[config.mk]
export PLATFORM = sky130hd
export DESIGN_NAME = xthread_fifo_cell
export DESIGN_NICKNAME = d
export VERILOG_FILES = /design/src/rtl/xfc_pkg.sv /design/src/rtl/xfc_queue.sv /design/src/rtl/xfc_view_decode.sv /design/src/rtl/xfc_wait_map.sv /design/src/rtl/xthread_fifo_cell.sv
export SDC_FILE = /design/constraint.sdc
export NUM_CORES = 1
export LEC_CHECK = 0
export ABC_AREA = 0
export BUFFER_PORTS_ARGS = -buffer_cell sky130_fd_sc_hd__clkbuf_2
export CORE_MARGIN = 3
export CORE_UTILIZATION = 64
export CTS_CLUSTER_SIZE = 25
export DETAILED_ROUTE_END_ITERATION = 12
export GPL_TIMING_DRIVEN = 0
export PLACE_DENSITY = 0.8
export SYNTH_ARGS = -nofsm -noshare
export SYNTH_HDL_FRONTEND = slang
export SYNTH_SLANG_ARGS = --single-unit
[constraint.sdc]
create_clock -name clk -period 10.1 [get_ports clk]
set_input_delay 2.525 -clock clk [delete_from_list [all_inputs] [get_ports clk]]
set_output_delay 2.525 -clock clk [all_outputs]
set_load 0.01 [all_outputs]
[src/rtl/xfc_pkg.sv]
package xfc_pkg;

    typedef enum logic [1:0] {
        VIEW_RAW  = 2'd0,
        VIEW_SYNC = 2'd1,
        VIEW_TRY  = 2'd2,
        VIEW_CTRL = 2'd3
    } view_e;

    localparam int TAG_W         = 3;
    localparam int TAG_EMPTY_BIT = 0;
    localparam int TAG_FULL_BIT  = 1;
    localparam int TAG_TYPE_BIT  = 2;

    // Decoded effect of one access on the cell
    typedef struct packed {
        logic push;       // append store data
        logic pop;        // drop oldest entry
        logic amend;      // overwrite newest entry in place
        logic flush;      // discard all entries
        logic stall;      // thread must wait and retry
        logic stall_wr;   // stall came from a store
        logic done;       // access completed
        logic take_head;  // load returns the oldest entry
        logic take_tag;   // load returns the tag word
    } action_t;

    function automatic logic [TAG_W-1:0] make_tag(input logic empty, input logic full);
        logic [TAG_W-1:0] t;
        t                = '0;
        t[TAG_EMPTY_BIT] = empty;
        t[TAG_FULL_BIT]  = full;
        t[TAG_TYPE_BIT]  = 1'b1;
        return t;
    endfunction

endpackage

[src/rtl/xfc_queue.sv]
module xfc_queue #(
    parameter int DEPTH  = 8,
    parameter int DATA_W = 32
) (
    input  logic              clk,
    input  logic              rst,
    input  logic              push,
    input  logic              pop,
    input  logic              amend,
    input  logic              flush,
    input  logic [DATA_W-1:0] wdata,
    output logic [DATA_W-1:0] head,
    output logic              empty,
    output logic              full
);
    localparam int PTR_W = (DEPTH > 1) ? $clog2(DEPTH) : 1;
    localparam int CNT_W = $clog2(DEPTH + 1);
    localparam logic [PTR_W-1:0] LAST = PTR_W'(DEPTH - 1);

    logic [DATA_W-1:0] mem [DEPTH];
    logic [PTR_W-1:0]  rd_ptr, wr_ptr;
    logic [CNT_W-1:0]  count;

    function automatic logic [PTR_W-1:0] ptr_next(input logic [PTR_W-1:0] p);
        return (p == LAST) ? '0 : p + 1'b1;
    endfunction

    function automatic logic [PTR_W-1:0] ptr_prev(input logic [PTR_W-1:0] p);
        return (p == '0) ? LAST : p - 1'b1;
    endfunction

    assign head  = mem[rd_ptr];
    assign empty = (count == '0);
    assign full  = (count == CNT_W'(DEPTH));

    always_ff @(posedge clk) begin
        if (push)  mem[wr_ptr] <= wdata;
        if (amend) mem[ptr_prev(wr_ptr)] <= wdata;
    end

    always_ff @(posedge clk) begin
        if (rst) begin
            rd_ptr <= '0;
            wr_ptr <= '0;
            count  <= '0;
        end else if (flush) begin
            rd_ptr <= wr_ptr;
            count  <= '0;
        end else begin
            if (push) wr_ptr <= ptr_next(wr_ptr);
            if (pop)  rd_ptr <= ptr_next(rd_ptr);
            case ({push, pop})
                2'b10:   count <= count + 1'b1;
                2'b01:   count <= count - 1'b1;
                default: count <= count;
            endcase
        end
    end
endmodule

[src/rtl/xfc_view_decode.sv]
module xfc_view_decode
    import xfc_pkg::*;
(
    input  logic    valid,
    input  logic    write,
    input  logic [1:0] view,
    input  logic    flush_bit,
    input  logic    empty,
    input  logic    full,
    output action_t act
);
    view_e v;
    assign v = view_e'(view);

    always_comb begin
        act = '0;
        if (valid) begin
            unique case (v)
                VIEW_RAW: begin
                    act.amend     = write;
                    act.take_head = !write && !empty;
                end
                VIEW_SYNC: begin
                    if (write) begin
                        act.stall    = full;
                        act.stall_wr = full;
                        act.push     = !full;
                    end else begin
                        act.stall     = empty;
                        act.pop       = !empty;
                        act.take_head = !empty;
                    end
                end
                VIEW_TRY: begin
                    if (write) begin
                        act.push = !full;
                    end else begin
                        act.pop       = !empty;
                        act.take_head = !empty;
                    end
                end
                VIEW_CTRL: begin
                    act.flush    = write && flush_bit;
                    act.take_tag = !write;
                end
                default: ;
            endcase
            act.done = !act.stall;
        end
    end
endmodule

[src/rtl/xfc_wait_map.sv]
module xfc_wait_map #(
    parameter int THREADS = 4,
    parameter int TID_W   = 2
) (
    input  logic               clk,
    input  logic               rst,
    input  logic [TID_W-1:0]   tid,
    input  logic               stall,
    input  logic               stall_wr,
    input  logic               done,
    input  logic               wake_readers,
    input  logic               wake_writers,
    output logic [THREADS-1:0] map
);
    for (genvar t = 0; t < THREADS; t++) begin : g_thread
        logic rd_wait, wr_wait, mine;
        assign mine   = (tid == TID_W'(t));
        assign map[t] = rd_wait | wr_wait;

        always_ff @(posedge clk) begin
            if (rst) begin
                rd_wait <= 1'b0;
                wr_wait <= 1'b0;
            end else if (mine && stall) begin
                rd_wait <= !stall_wr;
                wr_wait <= stall_wr;
            end else if (mine && done) begin
                rd_wait <= 1'b0;
                wr_wait <= 1'b0;
            end else begin
                if (wake_readers) rd_wait <= 1'b0;
                if (wake_writers) wr_wait <= 1'b0;
            end
        end
    end
endmodule

[src/rtl/xthread_fifo_cell.sv]
module xthread_fifo_cell
    import xfc_pkg::*;
#(
    parameter int DEPTH   = 8,
    parameter int DATA_W  = 32,
    parameter int THREADS = 4,
    localparam int TID_W  = (THREADS > 1) ? $clog2(THREADS) : 1
) (
    input  logic               clk,
    input  logic               rst,
    input  logic               req_valid,
    input  logic               req_write,
    input  logic [1:0]         req_view,
    input  logic [TID_W-1:0]   req_tid,
    input  logic [DATA_W-1:0]  req_wdata,
    output logic               rsp_valid,
    output logic [DATA_W-1:0]  rsp_rdata,
    output logic               rsp_block,
    output logic               tag_empty,
    output logic               tag_full,
    output logic               tag_fifo,
    output logic [THREADS-1:0] blocked_map
);
    action_t           act;
    logic [DATA_W-1:0] head;
    logic [DATA_W-1:0] rdata_next;

    xfc_view_decode u_decode (
        .valid     (req_valid),
        .write     (req_write),
        .view      (req_view),
        .flush_bit (req_wdata[0]),
        .empty     (tag_empty),
        .full      (tag_full),
        .act       (act)
    );

    xfc_queue #(.DEPTH(DEPTH), .DATA_W(DATA_W)) u_queue (
        .clk   (clk),
        .rst   (rst),
        .push  (act.push),
        .pop   (act.pop),
        .amend (act.amend),
        .flush (act.flush),
        .wdata (req_wdata),
        .head  (head),
        .empty (tag_empty),
        .full  (tag_full)
    );

    xfc_wait_map #(.THREADS(THREADS), .TID_W(TID_W)) u_wait (
        .clk          (clk),
        .rst          (rst),
        .tid          (req_tid),
        .stall        (act.stall),
        .stall_wr     (act.stall_wr),
        .done         (act.done),
        .wake_readers (act.push),
        .wake_writers (act.pop | act.flush),
        .map          (blocked_map)
    );

    assign tag_fifo = 1'b1;

    always_comb begin
        rdata_next = '0;
        if (act.take_head)
            rdata_next = head;
        else if (act.take_tag)
            rdata_next = DATA_W'(make_tag(tag_empty, tag_full));
    end

    always_ff @(posedge clk) begin
        if (rst) begin
            rsp_valid <= 1'b0;
            rsp_rdata <= '0;
            rsp_block <= 1'b0;
        end else begin
            rsp_valid <= req_valid;
            rsp_rdata <= rdata_next;
            rsp_block <= act.stall;
        end
    end
endmodule

==> impl_metrics.toml <==
[layout]
nFillCells = 969
synthToLayoutAreaGrowth_pct = 15.5
final_layout_size_suffix_gt1_share_pct = 31.0
nets = 772
antenna_cells = 0
multiInputGateArea_mm2 = 0.00284
final_cell_area_mm2 = 0.0136
regArea_mm2 = 0.00879

[die]
die_y_um = 141
initial_core_util_pct = 66.7
ios = 81
die_area_mm2 = 0.0200
rows = 48
die_w_um = 141
fp.coreArea_mm2 = 0.0176

[routing]
dr_total_vias = 5959
drt_drc_violations_left = 0
drtAntennaViolNets = 0
post_drt_wl_per_cell_um = 24.3
viasPerCell = 6.16
first_pass_iters = 6
drtIter0Drc = 501
wl_um = 23500

[yosys]
ys_seq_area_share_pct = 74.8
synth_cell_types = 52
synth_flop_cell = "edfxtp_1"
avgSynthCellArea_um2 = 19.5
ys_warn_count = 0
netlist_area_mm2 = 0.0117
synthesis.nets = 654
synth_edf_count = 256
synth-seq-cells = 311
async_flop_share_pct = 0
syn_inst = 601

[grt]
grt_overflow_total = 0
antenna_found_initial = 0
grt_use_total_pct = 24.2
grt_pass1_vias = 6302
grt_max_degree = 25
grt_pass1_wl_um = 36500

[sta]
finalHoldViolCount = 0
worstMarginPinSlew_ps = 915
finClkSkew_ps = 10.2
timing.setup.tns_ps = 0
setup_ws_ps = 5570
max_freq_mhz = 221
fin_crit_sh_pct = 44.8
grt_setup_unrepaired = "false"
setup_violations = 0
maxSlewViolCount = 0
slew_headroom_pct = 39.0
period_minus_slack_ps = 4530

[worst_setup_path]
cp.required_ps = 10360
reg2regPathDepth = 10
reg2reg_slack_ps = 7300
cp_max_fo = 17
r2r_end = "u_queue.count[2]"
path_class = "in -> reg"
cp-end-kind = "flop"
reg2reg_from = "u_queue.count[0]"
startpoint_type = "input port"
arrival_ps = 4780

[clock_network]
root_buffer = "clkbuf_16"
cts_buffers = 30
clkTransAtPathRegs_ps = 60
cts_setup_buffers = 0
cts_htree_levels = 1
cts_tree = "built"
holdBufCountCts = 0
postCtsResizedCells = 0
clock_path_buffers = 3
clkLatencyLatePin_ps = 550
clock-sinks = 311

[power_and_ir_drop]
finalPower_mw = 2.52
ir_drop_v = 0.000167
power.density_mw_per_mm2 = 186
leakagePower_nw = 4.50

[placed_design]
place.gp.congestion = 0.862
placed_area_mm2 = 0.0127
place_ws_ps = 5020
hpwl_um = 14000
place.port_buffers = 78

[worst_hold_path]
hold_path.class = "reg -> reg"
min_path_cells = 2
hp-start = "u_wait.g_thread[1].wr_wait"
holdPathEnd = "u_wait.g_thread[1].wr_wait"

[status]
status = "completed"

[job]
maxCapViolCount = 0
stage by stage:
step | utilization (%) | std cells | hold slack (ps)
2_1_floorplan | - | 601 | 430
3_3_place_gp | 70.5 | 904 | 439
3_5_place_dp | 71.9 | 912 | 459
4_1_cts | 77.0 | 968 | 469
5_1_grt | 77.0 | 968 | 483
6_report | 77.0 | 968 | 470
synthesized netlist by cell type (all sizes together) (2+ instances only):
library cell	count	area, µm²
o31ai	2	15.0
mux2i	37	370
a21oi	6	30.0
nor2b	5	31.3
xor2	3	26.3
and3	2	17.5
nand2b	4	32.5
nand4	4	25.0
nor2	44	165
nand2	15	58.8
dfxtp	55	1100
edfxtp	256	7690
a211oi	2	20.0
nand3	6	30.0
o21ai	8	40.0
o22ai	11	75.1
nor4b	2	32.5
ha	13	163
inv	6	22.5
nor3	3	15.0
mux4	64	1440
a31oi	2	12.5
buf	20	119
nand3b	2	15.0
clkbuf	8	30.0
or2	5	31.3
worst max path at each step:
stage	startpoint	endpoint	slack [ps]	cells after the start
floorplan	req_view[1]	u_queue.mem[0][0]	4800	6
global placement	req_view[0]	u_queue.mem[6][15]	3120	7
detailed placement	req_view[0]	u_queue.mem[7][18]	5020	8
CTS	req_view[0]	u_queue.mem[7][0]	5630	8
global route	req_view[0]	u_queue.mem[7][31]	5490	8
finish	req_view[0]	u_queue.mem[7][18]	5570	8
final cells by class:
cell class              count  share of cell area, %
plain buffers              28                   1.10
clock buffers              45                   6.17
clock inverters            11                  0.461
inverters                   7                  0.194
multi-input cells         255                   20.9
flip-flops and latches    311                   64.8
well taps                 225                   2.08
repair buffers             86                   4.23
cell families after synthesis:
logic type / after synthesis / synth area share (%)
flip-flops: 311 / 74.8
adder cells (fa/ha/maj): 13 / 1.39
multiplexers: 101 / 15.4
other: 1 / 0.0319
AND/OR/NAND/NOR: 101 / 4.56
XOR/XNOR: 4 / 0.298
buffers and inverters: 35 / 1.49
AO/OA/AOI/OAI: 35 / 1.96
where the power goes:
part	internal (mW)	leakage, nW	total [mW]	switching, mW
logic	0.0424	1.31	0.102	0.0600
registers	1.40	2.75	1.41	0.00489
clock network	0.571	0.444	1.01	0.440
total	2.01	4.50	2.52	0.505
critical path, cell delays in order:
cell and delay [ps]:
clkbuf_2 130, inv_1 60, ha_1 260, and3_1 250, a31oi_1 320, o221ai_1 330, nor2_4 650, buf_16 240
registers in the layout, summed over array words and instances (netlist names), named ones only:
name,flops
u_queue.wr_ptr,3
rsp_rdata,32
u_queue.count,4
u_queue.rd_ptr,3
u_wait.g_thread.wr_wait,4
u_wait.g_thread.rd_wait,4
rsp_block,1
rsp_valid,1
u_queue.mem,256
placed cells by master, fill, tap and decap left out, drive strengths merged, types with 2 or more instances in the layout:
cell,count
mux2i,37
nor3,3
nand4,4
clkinv,12
nand2,15
nor2,44
nand3,6
edfxtp,256
o31ai,2
dfxtp,55
inv,6
buf,28
o21ai,8
or2,5
ha,13
mux4,64
nor2b,5
a31oi,2
a211oi,2
o22ai,11
xor2,3
and3,2
clkbuf,131
nor4b,2
nand2b,4
a21oi,6
nand3b,2
routing by layer:
metal	vias to the layer above	GRT usage (%)	wire length, µm
li1	2643	-	-
met1	3051	32.7	9330
met2	214	41.4	12100
met3	51	4.18	1450
met4	0	7.22	612
met5	-	0	0
(Power assumes the default switching activity.)
